--- src/rtl/bdm_pkg.sv ---
package bdm_pkg;
    localparam int BANK_W   = 5;
    localparam int OFF_W    = 7;
    localparam int PTR_W    = 16;
    localparam int DADDR_W  = BANK_W + OFF_W;
    localparam int CORE_N   = 12;
    localparam int PERIPH_N = 20;
    localparam int SHARED_N = 16;
    localparam int GPR_N    = (2 ** OFF_W) - CORE_N - PERIPH_N - SHARED_N;
    localparam int NBANKS   = 2 ** BANK_W;
    localparam int IDX_W    = $clog2(NBANKS * GPR_N);

    localparam logic [OFF_W-1:0] PERIPH_BASE = OFF_W'(CORE_N);
    localparam logic [OFF_W-1:0] GPR_BASE    = OFF_W'(CORE_N + PERIPH_N);
    localparam logic [OFF_W-1:0] SHARED_BASE = OFF_W'(CORE_N + PERIPH_N + GPR_N);

    typedef enum logic [2:0] {
        RGN_NONE,
        RGN_CORE,
        RGN_PERIPH,
        RGN_GPR,
        RGN_SHARED
    } region_t;

    typedef struct packed {
        logic [BANK_W-1:0] bank;
        logic [OFF_W-1:0]  off;
    } daddr_t;

    typedef struct packed {
        region_t          rgn;
        logic [IDX_W-1:0] idx;
    } hit_t;

    function automatic logic [IDX_W-1:0] bank_base(input logic [BANK_W-1:0] b,
                                                   input int per_bank);
        return IDX_W'(b) * IDX_W'(per_bank);
    endfunction
endpackage

--- src/rtl/bdm_addr_form.sv ---
module bdm_addr_form
    import bdm_pkg::*;
#(
    parameter int PM_AW = 11
) (
    input  logic              use_ptr,
    input  logic [BANK_W-1:0] bank_num,
    input  logic [OFF_W-1:0]  dir_off,
    input  logic [PTR_W-1:0]  ptr_val,
    output daddr_t            daddr,
    output logic              space_ok,
    output logic              to_prog,
    output logic [PM_AW-1:0]  pm_addr
);
    localparam int HI_LSB = DADDR_W;
    localparam int HI_MSB = PTR_W - 2;

    always_comb begin
        if (use_ptr) begin
            daddr    = daddr_t'(ptr_val[DADDR_W-1:0]);
            to_prog  = ptr_val[PTR_W-1];
            space_ok = !ptr_val[PTR_W-1] && (ptr_val[HI_MSB:HI_LSB] == '0);
        end else begin
            daddr    = '{bank: bank_num, off: dir_off};
            to_prog  = 1'b0;
            space_ok = 1'b1;
        end
    end

    // Power-of-two program size: dropping upper bits is the wrap.
    assign pm_addr = ptr_val[PM_AW-1:0];
endmodule

--- src/rtl/bdm_region_dec.sv ---
module bdm_region_dec
    import bdm_pkg::*;
#(
    parameter int GPR_BANKS = 4
) (
    input  daddr_t daddr,
    output hit_t   hit
);
    logic gpr_ok;

    generate
        if (GPR_BANKS >= NBANKS) begin : g_all_gpr
            assign gpr_ok = 1'b1;
        end else begin : g_some_gpr
            assign gpr_ok = (32'(daddr.bank) < GPR_BANKS);
        end
    endgenerate

    always_comb begin
        hit = '{rgn: RGN_NONE, idx: '0};
        if (daddr.off < PERIPH_BASE) begin
            hit.rgn = RGN_CORE;
            hit.idx = IDX_W'(daddr.off);
        end else if (daddr.off < GPR_BASE) begin
            hit.rgn = RGN_PERIPH;
            hit.idx = bank_base(daddr.bank, PERIPH_N)
                    + IDX_W'(daddr.off - PERIPH_BASE);
        end else if (daddr.off < SHARED_BASE) begin
            if (gpr_ok) begin
                hit.rgn = RGN_GPR;
                hit.idx = bank_base(daddr.bank, GPR_N)
                        + IDX_W'(daddr.off - GPR_BASE);
            end
        end else begin
            hit.rgn = RGN_SHARED;
            hit.idx = IDX_W'(daddr.off - SHARED_BASE);
        end
    end
endmodule

--- src/rtl/bdm_stall_ctl.sv ---
module bdm_stall_ctl (
    input  logic clk,
    input  logic rst,
    input  logic pm_rd,
    output logic stall
);
    logic fetch_done;

    always_ff @(posedge clk) begin
        if (rst) fetch_done <= 1'b0;
        else     fetch_done <= pm_rd && !fetch_done;
    end

    assign stall = pm_rd && !fetch_done;

    AST_STALL_SINGLE: assert property (@(posedge clk) disable iff (rst)
        stall |=> !stall);
endmodule

--- src/rtl/bdm_addr_decode.sv ---
module bdm_addr_decode
    import bdm_pkg::*;
#(
    parameter  int PM_WORDS  = 2048,
    parameter  int GPR_BANKS = 4,
    localparam int PM_AW     = $clog2(PM_WORDS)
) (
    input  logic             clk,
    input  logic             rst,
    input  logic             acc_rd,
    input  logic             acc_wr,
    input  logic             use_ptr,
    input  logic [4:0]       bank_num,
    input  logic [6:0]       dir_off,
    input  logic [15:0]      ptr_val,
    output logic             sel_core,
    output logic             sel_periph,
    output logic             sel_gpr,
    output logic             sel_shared,
    output logic             sel_prog,
    output logic [11:0]      local_idx,
    output logic [PM_AW-1:0] prog_addr,
    output logic             rd_zero,
    output logic             stall
);
    daddr_t           daddr;
    logic             space_ok;
    logic             to_prog;
    logic [PM_AW-1:0] pm_addr;
    hit_t             hit;
    logic             is_wr, is_rd, data_act, pm_rd;

    bdm_addr_form #(.PM_AW(PM_AW)) u_form (
        .use_ptr  (use_ptr),
        .bank_num (bank_num),
        .dir_off  (dir_off),
        .ptr_val  (ptr_val),
        .daddr    (daddr),
        .space_ok (space_ok),
        .to_prog  (to_prog),
        .pm_addr  (pm_addr)
    );

    bdm_region_dec #(.GPR_BANKS(GPR_BANKS)) u_dec (
        .daddr (daddr),
        .hit   (hit)
    );

    assign is_wr    = acc_wr;
    assign is_rd    = acc_rd && !acc_wr;
    assign pm_rd    = is_rd && to_prog;
    assign data_act = (is_rd || is_wr) && !to_prog && space_ok
                      && (hit.rgn != RGN_NONE);

    bdm_stall_ctl u_stall (
        .clk   (clk),
        .rst   (rst),
        .pm_rd (pm_rd),
        .stall (stall)
    );

    assign sel_core   = data_act && (hit.rgn == RGN_CORE);
    assign sel_periph = data_act && (hit.rgn == RGN_PERIPH);
    assign sel_gpr    = data_act && (hit.rgn == RGN_GPR);
    assign sel_shared = data_act && (hit.rgn == RGN_SHARED);
    assign sel_prog   = pm_rd;
    assign local_idx  = data_act ? 12'(hit.idx) : '0;
    assign prog_addr  = pm_rd ? pm_addr : '0;
    assign rd_zero    = is_rd && !to_prog && !data_act;

    logic [4:0] sels;
    assign sels = {sel_core, sel_periph, sel_gpr, sel_shared, sel_prog};

    AST_ONE_TARGET: assert property (@(posedge clk) disable iff (rst)
        $onehot0(sels));
    AST_IDLE_QUIET: assert property (@(posedge clk) disable iff (rst)
        !(acc_rd || acc_wr) |-> (sels == '0) && !rd_zero && !stall);
    AST_PM_WRITE_DROP: assert property (@(posedge clk) disable iff (rst)
        (acc_wr && use_ptr && ptr_val[15]) |-> (sels == '0) && !stall && !rd_zero);
    AST_ZERO_EXCL: assert property (@(posedge clk) disable iff (rst)
        rd_zero |-> (sels == '0) && (local_idx == '0));
    AST_STALL_PROG: assert property (@(posedge clk) disable iff (rst)
        stall |-> sel_prog);
endmodule

--- config.mk ---
export PLATFORM = sky130hd
export DESIGN_NAME = bdm_addr_decode
export DESIGN_NICKNAME = d
export VERILOG_FILES = /design/src/rtl/bdm_pkg.sv /design/src/rtl/bdm_addr_form.sv /design/src/rtl/bdm_region_dec.sv /design/src/rtl/bdm_stall_ctl.sv /design/src/rtl/bdm_addr_decode.sv
export SDC_FILE = /design/constraint.sdc
export NUM_CORES = 1
export LEC_CHECK = 0
export ABC_AREA = 1
export CAP_MARGIN = 20
export CORE_MARGIN = 2
export CORE_UTILIZATION = 47
export DETAILED_ROUTE_END_ITERATION = 12
export GPL_ROUTABILITY_DRIVEN = 0
export GPL_TIMING_DRIVEN = 0
export HOLD_SLACK_MARGIN = 0.03
export PLACE_DENSITY = 0.83
export SETUP_SLACK_MARGIN = 0.15
export SYNTH_ARGS = -nofsm -noshare
export SYNTH_HDL_FRONTEND = slang
export SYNTH_SLANG_ARGS = --single-unit
--- constraint.sdc ---
create_clock -name clk -period 7.5 [get_ports clk]
set_clock_uncertainty 0.2 [all_clocks]
set_input_delay 1.5 -clock clk [delete_from_list [all_inputs] [get_ports clk]]
set_output_delay 1.5 -clock clk [all_outputs]
set_load 0.005 [all_outputs]
; Word-level counts from Yosys, hierarchy flattened
; Cells that the tools add are included.
[totals]
latch_bits = 0
ram_bits = 0
ff_bits = 1
n_memories = 0
romBits = 0
word_cells = 46
input_bits = 33
[classes]
n_eq_ne = 4
n_bitwise = 0
order_cmp = 4
mux = 9
n_addsub = 5
mul = 2
reduce_logical = 21
n_div = 0
shifts = 0
[ops]
columns = cell, n
row1 = two-way mux 15 bit, 3
row2 = two-way mux 12 bit, 2
row3 = "multiplier 5 x 3 -> 8 bit, second input constant", 2
row4 = two-way mux 14 bit, 1
row5 = logical AND 1 bit, 13
row6 = adder 10 x 12 -> 12 bit, 1
row7 = adder 12 bit, 1
row8 = two-way mux 11 bit, 1
row9 = "subtractor 7 x 4 -> 8 bit, second input constant", 1
row10 = "subtractor 7 x 6 -> 8 bit, second input constant", 1
row11 = "subtractor 7 x 7 -> 8 bit, second input constant", 1
row12 = "less-than comparator 7 x 4 -> 1 bit, second input constant", 1
row13 = "less-than comparator 7 x 6 -> 1 bit, second input constant", 1
row14 = "less-than comparator 7 bit, second input constant", 1
row15 = "equality test 3 x 2 -> 1 bit, second input constant", 2
row16 = logical NOT 1 bit, 5
row17 = "less-than comparator 5 x 3 -> 1 bit, second input constant", 1
row18 = "equality test 3 x 1 -> 1 bit, second input constant", 1
row19 = "equality test 3 bit, second input constant", 1
row20 = logical NOT 3 bit, 1
row21 = nonzero test 3 bit, 1
row22 = two-way mux 1 bit, 2
row23 = logical OR 1 bit, 1

; Logic depth before layout (Yosys ltp)
; Gate-level depths: netlist (run 1).
[logic_depth]
ltp_word = 11
ltp_mapped = 22
ltp_nobuf = 21

; Modules after synthesis
; From an unflattened synthesis (run 1), not the netlist that was laid out.
[hier_totals]
cells_unflattened = 380
area_unflattened_um2 = 2114.5
[modules_own_cells]
columns = module, seq_area_each_um2, cells_each, n_inst, area_per_inst_um2
row1 = bdm_region_dec, 0.0, 250, 1, 1460.2
row2 = bdm_addr_decode, 0.0, 70, 1, 336.6
row3 = bdm_addr_form, 0.0, 55, 1, 277.8
row4 = bdm_stall_ctl, 20.0, 5, 1, 40.0

; Worst setup path after synthesis (run 1)
; OpenSTA, ideal clock, no wires.
[synth_timing]
kind = input to output
from = input port use_ptr
to = output port local_idx[10]
path_stages = 21
slack_ns = 1.261
n_path_buf = 2
arrival_ns = 4.539
cell_sequence = buf_6 -> buf_6 -> o21ai_0 -> inv_1 -> ha_1 -> ha_1 -> fa_1 -> nand2_1 -> inv_1 -> o21ai_0 -> inv_1 -> ha_1 -> nand2_1 -> inv_1 -> nand2_1 -> nand2_1 -> a21oi_1 -> nand2_1 -> nand2_1 -> nand2_1 -> a21oi_2
[synth_via]
elab_chain_cells = 9
word_cells_on_any_way = 24
cone_classes = add/sub (5) / mul (2) / order compare (4) / mux (8) / reduce/logical (5)
[synth_lines]
columns = element, line
row1 = "start, declared", bdm_addr_decode.sv:12  ; input logic use_ptr,
row2 = "parallel branches: the longest is 8 deep, another holds adder 12 bit", --
row3 = two-way mux 12 bit *, bdm_addr_decode.sv:67  ; assign local_idx = data_act ? 12'(hit.idx) : '0;
row4 = "end, declared", bdm_addr_decode.sv:21  ; output logic [11:0] local_idx,
; Mark *: on every way between the ends.

; Final worst setup path (run 1)
; Ends and elaborated chain as after synthesis.

==> results of run 1 <==
-- placed cells by master, fill, tap and decap left out, types with 2 or more instances in the layout --
cell             Yosys  routed
nand2_1             98      98
buf_4                0       4
xor2_1               4       4
ha_1                29      29
buf_2                2       2
o21ai_0              9       6
nand2_2              5       5
o21ai_1              2       3
nor3_1               3       3
a211oi_1             2       2
nand3_1             20      20
nand4_1              2       2
a21oi_1             22      22
nor2_1              35      35
o21ai_4              1       2
inv_1               60      59
fa_1                 3       3
a21oi_2              2       2
clkdlybuf4s50_1      0      62
nand2_4              2       2
o21ai_2              3       4
inv_2                2       3
-- final cells by class --
type                       instances  area, um2
fill                             344       1134
multi-input combinational        252       1500
buffer                             4      36.28
tap                               48      60.06
timing repair buffer              66      650.6
inverter                          62      232.7
sequential                         1      20.02
-- cell families after synthesis --
logic type / Yosys count / synth area share, %
AND/OR/NAND/NOR: 172 / 43.11
buffers and inverters: 66 / 14.98
flip-flops: 1 / 1.131
adder cells (fa/ha/maj): 32 / 23.89
AO/OA/AOI/OAI: 43 / 14.42
XOR/XNOR: 5 / 2.473
-- worst max path at each step --
stage	end	slack, ns	cells past startpoint
floorplan	local_idx[10]	1.26	21
global placement	local_idx[10]	-0.30	21
detailed placement	local_idx[10]	-0.40	21
CTS	local_idx[10]	0.24	21
global route	local_idx[10]	0.19	24
finish	local_idx[10]	0.38	22
-- repair_timing --
item                       in CTS  in global routing
resized for setup               4                  4
setup endpoints to repair       4                  2
pin swaps                       0                  1
setup buffers                   0                  4
-- worst max-delay path, stage by stage --
cell and delay (ns):
clkdlybuf4s50_1 0.49, buf_6 0.13, buf_8 0.13, nand2_1 0.10, o21ai_4 0.10, inv_2 0.10, ha_1 0.28, ha_1 0.23
fa_1 0.41, nand2_1 0.07, inv_1 0.05, o21ai_2 0.20, inv_1 0.06, ha_1 0.31, a21oi_1 0.19, nand2_1 0.08
a21oi_1 0.12, nand2_1 0.06, nand2_1 0.07, nand2_1 0.06, a21oi_2 0.15, clkdlybuf4s50_1 0.51
-- report_power, final --
group          total (uW)  switching, uW  internal (uW)
registers            5.56         0.0387           5.52
clock network           0              0              0
logic                 230            133           96.5
total                 236            134            102
-- layer usage --
metal | up-vias | track usage (%) | routed length, um | share of wire (%)
li1 | 1140 | - | - | -
met1 | 883 | 30.25 | 2205 | 46
met2 | 60 | 42.09 | 2262 | 47
met3 | 2 | 2.568 | 272 | 5.7
met4 | 0 | 3.385 | 28 | 0.59
met5 | - | 0 | 0 | 0
-- stage by stage --
| step | power, uW | std cells | hold WS (ns) |
|---|---|---|---|
| after floorplan | 167.9 | 319 | 0.1988 |
| after global placement | 224.9 | 429 | 0.2109 |
| after detailed placement | 229.5 | 429 | 0.2135 |
| after CTS | 231.7 | 429 | 0.2135 |
| after global routing | 269.9 | 433 | 0.2495 |
| final | 235.6 | 433 | 0.2119 |
==> flow_summary_export.csv, run 1 <==
group,metric,value,unit
synthesis,synth-edff-count,0,
run_status,status,"finished, final reports clean",
clocking,clk_latency,0,ns
synthesis,synth_top_area_share,20.78,%
timing,period_share,94.95,%
timing,setup_viol,0,
setup_path,reg2reg_from,"u_stall.fetch_done$_SDFF_PP0_",
setup_path,cp.arrival,5.42,ns
synthesis,synth.distinct_cells,32,
timing,tightest_slew,0.5720,ns
final_layout,postLayoutCellArea,2500,um2
placement,placedInstanceArea,2451,um2
setup_path,r2r_setup_slack,6.76,ns
synthesis,yosysTopAreaCell,"nand2_1",
synthesis,synth_seq_cells,1,
global_routing,gr-total-overflow,0,
final_layout,fin_util,68.80,%
power,p_leak,0.001359,uW
route,routed_wl,4769,um
route,drc,0,
floorplan,io_pins,63,
floorplan,die_w,65.38,um
setup_path,critPathMaxFanout,10,
placement,io_buffers,62,
route,ant_nets,0,
setup_path,startpoint_type,"input pin",
timing,setup_ws,0.3784,ns
route,vias,2085,
power,ir_drop,0.00004608,V
clocking,clk_pin_slew,0,ns
timing,finalMaxSlewViolations,0,
timing,fmax,0.1404,GHz
global_routing,grt_pass1_wl,8155,um
final_layout,final_nets,452,
synthesis,synth.most_common_cell,"nand2_1",
route,drt-wirelength-per-cell,11.01,um
setup_path,r2r_end,"u_stall.fetch_done$_SDFF_PP0_",
route,drtIter0Drc,128,
synthesis,synth_ff_type,"dfxtp_1",
floorplan,die-area,4274,um2
final_layout,layout-drive-gt1-share,8.052,%
synthesis,synth_warnings,0,
run,max-cap-violations,0,
timing,timing_hold_violations_final,0,
floorplan,die_y,65.38,um
final_layout,largestRegisters,"u_stall.fetch_done x1",
global_routing,grt_antenna_before_repair,0,
timing,max_slew_margin,61.46,%
final_layout,top_register,"u_stall.fetch_done",
synthesis,syn_nets,384,
worst_hold_path,hold_path_class,"register to register",
setup_path,ff2ff_path_depth,1,
placement,post-place-ws,-0.3963,ns
final_layout,largest_reg_flops,1,
synthesis,synth.area.top_cells,"nand2_1 (21%), ha_1 (20%), inv_1 (13%), nor2_1 (7.4%), a21oi_1 (6.2%)",
worst_hold_path,hold_depth,1,
final_layout,diodes,0,
route,drt-pass1-iter-count,5,
timing,finalCriticalPeriod,7.122,ns
power,power_density,94.24,nW/um2
setup_path,endpoint_kind,"output port",
floorplan,core,3633,um2
synthesis,synth_top_cells_by_count,"nand2_1 (98), inv_1 (60), nor2_1 (35)",
setup_path,cp-startpoint,"use_ptr",
floorplan,rows,22,
synthesis,syn-mean-instance-area,5.550,um2
placement,dpl.hpwl,4187,um
synthesis,synthCells,319,
global_routing,grt_pass1_vias,1966,
timing,fin_setup_tns,0,ns
setup_path,critPathKind,"input pin to output port",
synthesis,synth.yosys.seq_area_share,1.131,%
synthesis,netlist_area,1770,um2
final_layout,syn2layout_area_growth,41.20,%
route,viasPerCell,4.815,
floorplan,start_util,48.73,%
timing,rsz0062_at_grt,"no",
worst_hold_path,hold_end,"u_stall.fetch_done$_SDFF_PP0_",
setup_path,critPathRequiredTime,5.80,ns
global_routing,grt_max_degree,11,
global_routing,grtUsageTotal,23.30,%
worst_hold_path,min_from,"u_stall.fetch_done$_SDFF_PP0_",
synthesis,synthArstFlopShare,0,%
clocking,ctsHoldBuffers,0,
(Power assumes the default switching activity.)
==> run 2: changes to the inputs <==
--- a/config.mk
+++ b/config.mk
@@ -7,13 +7,13 @@
 export LEC_CHECK = 0
 export ABC_AREA = 1
 export CAP_MARGIN = 20
-export CORE_MARGIN = 2
-export CORE_UTILIZATION = 47
+export CORE_MARGIN = 10
+export CORE_UTILIZATION = 42
 export DETAILED_ROUTE_END_ITERATION = 12
 export GPL_ROUTABILITY_DRIVEN = 0
 export GPL_TIMING_DRIVEN = 0
 export HOLD_SLACK_MARGIN = 0.03
-export PLACE_DENSITY = 0.83
+export PLACE_DENSITY = 0.79
 export SETUP_SLACK_MARGIN = 0.15
 export SYNTH_ARGS = -nofsm -noshare
 export SYNTH_HDL_FRONTEND = slang
==> constraint.sdc (replaced) <==
create_clock -name clk -period 6.2 [get_ports clk]
set_clock_uncertainty 0.2 [all_clocks]
set_input_delay 1.24 -clock clk [delete_from_list [all_inputs] [get_ports clk]]
set_output_delay 1.24 -clock clk [all_outputs]
set_load 0.005 [all_outputs]
==> flow_summary_export.csv, run 2 (synthesis results as in run 1) <==
group,metric,value,unit
timing,finalMaxSlewViolations,0,
floorplan,rows,23,
worst_hold_path,hold_end,"u_stall.fetch_done$_SDFF_PP0_",
route,viasPerCell,4.891,
timing,tightest_slew,0.3559,ns
floorplan,core,4029,um2
setup_path,crit_top_cell,"nand2_1",
placement,dpl.hpwl,4685,um
global_routing,grt_pass1_wl,9798,um
setup_path,path_cells,"clkdlybuf4s50_1, inv_1, nand2_1, o21ai_4, inv_2, ha_1, ha_2, fa_2, nand2_1, inv_1, o21ai_2, buf_4, inv_1, ha_4, nand2_1, nor2_2, nand2_1, nand3_1, nand2_1, nand2_1, nand2_1, a21oi_2, clkbuf_2",
timing,timing_hold_violations_final,0,
power,power_density,120.6,nW/um2
route,ant_nets,0,
floorplan,io_pins,63,
route,drtIter0Drc,129,
floorplan,start_util,43.94,%
route,vias,2152,
timing,finalCriticalPeriod,5.842,ns
clocking,clk_latency,0,ns
power,finalPower,321.9,uW
setup_path,r2r_end,"u_stall.fetch_done$_SDFF_PP0_",
worst_hold_path,hold_depth,1,
timing,setup_viol,0,
global_routing,grt_antenna_before_repair,0,
setup_path,reg2reg_from,"u_stall.fetch_done$_SDFF_PP0_",
power,ir_drop,0.00006000,V
global_routing,grtUsageTotal,15.31,%
global_routing,gr-total-overflow,0,
timing,hold_ws,0.2093,ns
worst_hold_path,hold_path_class,"register to register",
route,routed_wl,5623,um
timing,max_slew_margin,76.11,%
setup_path,r2r_setup_slack,5.47,ns
setup_path,critPathRequiredTime,4.76,ns
run_status,status,"finished, final reports clean",
route,drt-pass1-iter-count,4,
timing,rsz0062_at_grt,"yes",
timing,fin_setup_tns,0,ns
setup_path,critPathKind,"input pin to output port",
global_routing,grt_pass1_vias,2190,
timing,period_share,94.23,%
power,p_leak,0.001417,uW
final_layout,num-fill-cells,349,
setup_path,cp.arrival,4.40,ns
final_layout,layout-drive-gt1-share,15.13,%
route,drt-wirelength-per-cell,12.78,um
setup_path,slowest_stage,"fa_2",
clocking,clk_pin_slew,0,ns
floorplan,die_w,84.93,um
final_layout,final_nets,457,
final_layout,top_register,"u_stall.fetch_done",
final_layout,largestRegisters,"u_stall.fetch_done x1",
global_routing,grt_max_degree,11,
final_layout,final_cells,440,
final_layout,layout_commonest_cell,"nand2_1",
floorplan,die_y,84.93,um
route,drc,0,
floorplan,die-area,7212,um2
setup_path,endpoint_kind,"output port",
final_layout,mostFrequentLayoutCells,"nand2_1 (97), inv_1 (57), clkdlybuf4s50_1 (57)",
worst_hold_path,min_from,"u_stall.fetch_done$_SDFF_PP0_",
final_layout,largest_reg_flops,1,
placement,io_buffers,62,
timing,fmax,0.1712,GHz
setup_path,critPathMaxFanout,4,
placement,dp.cells,431,
final_layout,syn2layout_area_growth,50.74,%
setup_path,ff2ff_path_depth,1,
final_layout,diodes,0,
setup_path,crit_path_max_incr_delay,0.40,ns
setup_path,startpoint_type,"input pin",
run,max-cap-violations,0,
## run 2: cell count changes in the layout (fill, tap and decap cells not counted), sizes merged
cell	previous run	this run
clkdlybuf4s50	62	57
dlygate4sd2	0	2
clkbuf	0	1
dlymetal6s2s	0	2
buf	8	13
## run 2: area by class of cell
type,instances,area (um2),area share (%)
Timing Repair Buffer,71,685.7,25.69
Inverter,62,232.7,8.720
Multi-Input combinational cell,252,1627,60.95
Sequential cell,1,20.02,0.7501
Buffer,4,41.29,1.547
Tap cell,50,62.56,2.344
## run 2: repair_timing
item,in CTS,in global routing
pin swaps,3,3
hold buffers,0,0
setup buffers,8,1
endpoints found under the setup margin,12,5
gates resized for setup,36,6
hold endpoints to repair,0,0
## run 2: worst max path at each step
stage,slack (ns),from,endpoint
2_1_floorplan,0.48,use_ptr,local_idx[10]
3_3_place_gp,-1.07,use_ptr,local_idx[10]
3_5_place_dp,-1.15,use_ptr,local_idx[10]
4_1_cts,0.05,use_ptr,local_idx[10]
5_1_grt,0.12,ptr_val[8],local_idx[10]
6_report,0.36,ptr_val[8],local_idx[10]
## run 2: critical path: cells and delay by family
family / cells / cell delay [ns]
buffers and inverters: 7 / 0.93
AO/OA/AOI/OAI: 3 / 0.37
adder cells (fa/ha/maj): 4 / 1.17
AND/OR/NAND/NOR: 9 / 0.69
## run 2: where the power goes
part           switching, uW  internal [uW]  leakage (uW)
clock                      0              0             0
combinational            178            137       0.00141
sequential            0.0476           6.68    0.00000809
## run 2: per-stage QoR
| step | utilization (%) | cell area, um2 | setup WS [ns] |
|---|---|---|---|
| detailed placement | 60.90 | 2454 | -1.148 |
| CTS | 65.62 | 2644 | 0.05424 |
| floorplan | - | 1770 | 0.4808 |
| finish | 66.24 | 2669 | 0.3580 |
| global placement | 60.90 | 2454 | -1.070 |
| global route | 66.24 | 2669 | 0.1231 |
## run 2: metal layers
| layer | track usage [%] | wire [um] | up-vias |
|---|---|---|---|
| li1 | - | - | 1148 |
| met1 | 17.55 | 2348 | 935 |
| met2 | 27.04 | 2593 | 63 |
| met3 | 5.736 | 599 | 6 |
| met4 | 1.796 | 82 | 0 |
| met5 | 0 | 0 | - |
==> run 3: changes to the inputs <==
--- a/config.mk
+++ b/config.mk
@@ -9,12 +9,12 @@
 export CAP_MARGIN = 20
 export CORE_MARGIN = 10
 export CORE_UTILIZATION = 42
+export CTS_CLUSTER_DIAMETER = 40
 export DETAILED_ROUTE_END_ITERATION = 12
 export GPL_ROUTABILITY_DRIVEN = 0
 export GPL_TIMING_DRIVEN = 0
 export HOLD_SLACK_MARGIN = 0.03
 export PLACE_DENSITY = 0.79
-export SETUP_SLACK_MARGIN = 0.15
 export SYNTH_ARGS = -nofsm -noshare
 export SYNTH_HDL_FRONTEND = slang
 export SYNTH_SLANG_ARGS = --single-unit
==> flow_summary_export.csv, run 3 (synthesis results as in run 1) <==
group,metric,value,unit
placement,io_buffers,62,
timing,finalMaxSlewViolations,0,
timing,period_share,99.61,%
setup_path,critPathTopFamily,"buffers and inverters",
timing,tightest_slew,0.3546,ns
run_status,status,"finished, final reports clean",
setup_path,critPathRequiredTime,4.76,ns
setup_path,critPathMaxFanout,10,
floorplan,die_y,84.93,um
floorplan,die_w,84.93,um
setup_path,critPathKind,"input pin to output port",
route,ant_nets,0,
timing,fin_setup_tns,0,ns
final_layout,final_nets,458,
final_layout,layout-drive-gt1-share,15.60,%
timing,setup_viol,0,
final_layout,syn2layout_area_growth,51.80,%
final_layout,mostFrequentLayoutCells,"nand2_1 (97), clkdlybuf4s50_1 (59), inv_1 (58)",
setup_path,endpoint_kind,"output port",
global_routing,grt_pass1_vias,2200,
setup_path,crit_path_max_incr_delay,0.49,ns
route,routed_wl,5699,um
setup_path,startpoint_type,"input pin",
floorplan,start_util,43.94,%
floorplan,core,4029,um2
power,power_density,122.5,nW/um2
route,drtIter0Drc,67,
power,switching_share,54.87,%
final_layout,multi_input_area,1640,um2
floorplan,die-area,7212,um2
clocking,clk_latency,0,ns
global_routing,grt_antenna_before_repair,0,
setup_path,crit_buf_inv,8,
run,max-cap-violations,0,
power,seqPwrFrac,2.0,%
power,clkPwrFrac,0,%
power,p_sw,180.6,uW
final_layout,largestRegisters,"u_stall.fetch_done x1",
final_layout,largest_reg_flops,1,
final_layout,ff_latch_area,20.02,um2
power,intPower,148.6,uW
floorplan,rows,23,
power,ir_drop,0.00005983,V
placement,placedInstanceArea,2454,um2
placement,dpl.hpwl,4685,um
final_layout,layout_commonest_cell,"nand2_1",
setup_path,cp.arrival,4.74,ns
route,drt-wirelength-per-cell,12.92,um
route,vias,2146,
final_layout,postLayoutCellArea,2688,um2
final_layout,num-fill-cells,349,
timing,fmax,0.1619,GHz
global_routing,grtUsageTotal,15.35,%
route,viasPerCell,4.866,
clocking,clk_pin_slew,0,ns
power,p_leak,0.001421,uW
setup_path,slowest_stage,"clkdlybuf4s50_1",
timing,rsz0062_at_grt,"yes",
global_routing,grt_pass1_wl,9825,um
worst_hold_path,hold_path_class,"register to register",
route,drt-pass1-iter-count,4,
final_layout,top_register,"u_stall.fetch_done",
route,drc,0,
floorplan,io_pins,63,
global_routing,gr-total-overflow,0,
global_routing,grt_max_degree,11,
timing,finalCriticalPeriod,6.176,ns
timing,max_slew_margin,76.20,%
power,finalPower,329.2,uW
timing,timing_hold_violations_final,0,
setup_path,path_cells,"clkdlybuf4s50_1, buf_6, buf_8, nand2_1, o21ai_4, inv_2, ha_1, ha_2, fa_2, nand2_1, inv_1, o21ai_2, buf_4, ha_1, inv_1, nor2_2, nand3_1, nand3_1, nand2_1, a21oi_2, nor2_1, clkdlybuf4s50_1",
final_layout,fin_util,66.71,%
setup_path,crit_top_cell,"nand2_1",
power,power_frac_comb,98.0,%
clocking,ctsHoldBuffers,0,
final_layout,diodes,0,
## run 3: cell count changes in the layout (fill, tap and decap cells not counted), sizes merged
cell and delta:
buf +1, clkdlybuf4s50 +2, dlygate4sd2 -2
## run 3: per-layer routing
layer  routed length [um]  global-route usage (%)
met3                  555                   5.736
met2                 2658                   27.18
met1                 2408                   17.55
met5                    0                       0
met4                   76                   1.796
## run 3: path summary, 6_finish.rpt
check / depth (start not counted) / to / slack, ns / startpoint
min: 1 / u_stall.fetch_done$_SDFF_PP0_ / 0.21 / u_stall.fetch_done$_SDFF_PP0_
min reg2reg: 1 / u_stall.fetch_done$_SDFF_PP0_ / 0.21 / u_stall.fetch_done$_SDFF_PP0_
max reg2reg: 1 / u_stall.fetch_done$_SDFF_PP0_ / 5.47 / u_stall.fetch_done$_SDFF_PP0_
max: 22 / local_idx[11] / 0.02 / use_ptr
## run 3: repair_timing
action / CTS / global route
hold endpoints to repair: 0 / 0
pin swaps: 2 / 4
gates resized for setup: 31 / 9
setup endpoints to repair: 8 / 5
setup buffers: 6 / 4
## run 3: metrics by stage
step	hold slack, ns	setup slack [ns]	cells
after floorplan	0.1988	0.4808	319
after global placement	0.2100	-1.070	431
after detailed placement	0.2131	-1.148	431
after CTS	0.2145	0.008106	437
after global routing	0.2249	-0.2054	441
final	0.2093	0.02387	441
## run 3: area by class of cell
type | count | share of cell area, %
Inverter | 62 | 8.659
Multi-Input combinational cell | 252 | 61.03
Buffer | 4 | 1.350
Tap cell | 50 | 2.328
Timing Repair Buffer | 72 | 25.88
Sequential cell | 1 | 0.7449
## run 3: power groups by stage
stage | logic (uW) | clock network [uW] | registers [uW]
2_1_floorplan | 196 | 0 | 6.72
3_3_place_gp | 267 | 0 | 6.72
3_5_place_dp | 274 | 0 | 6.73
4_1_cts | 308 | 0 | 6.73
5_1_grt | 367 | 0 | 6.73
6_report | 323 | 0 | 6.72
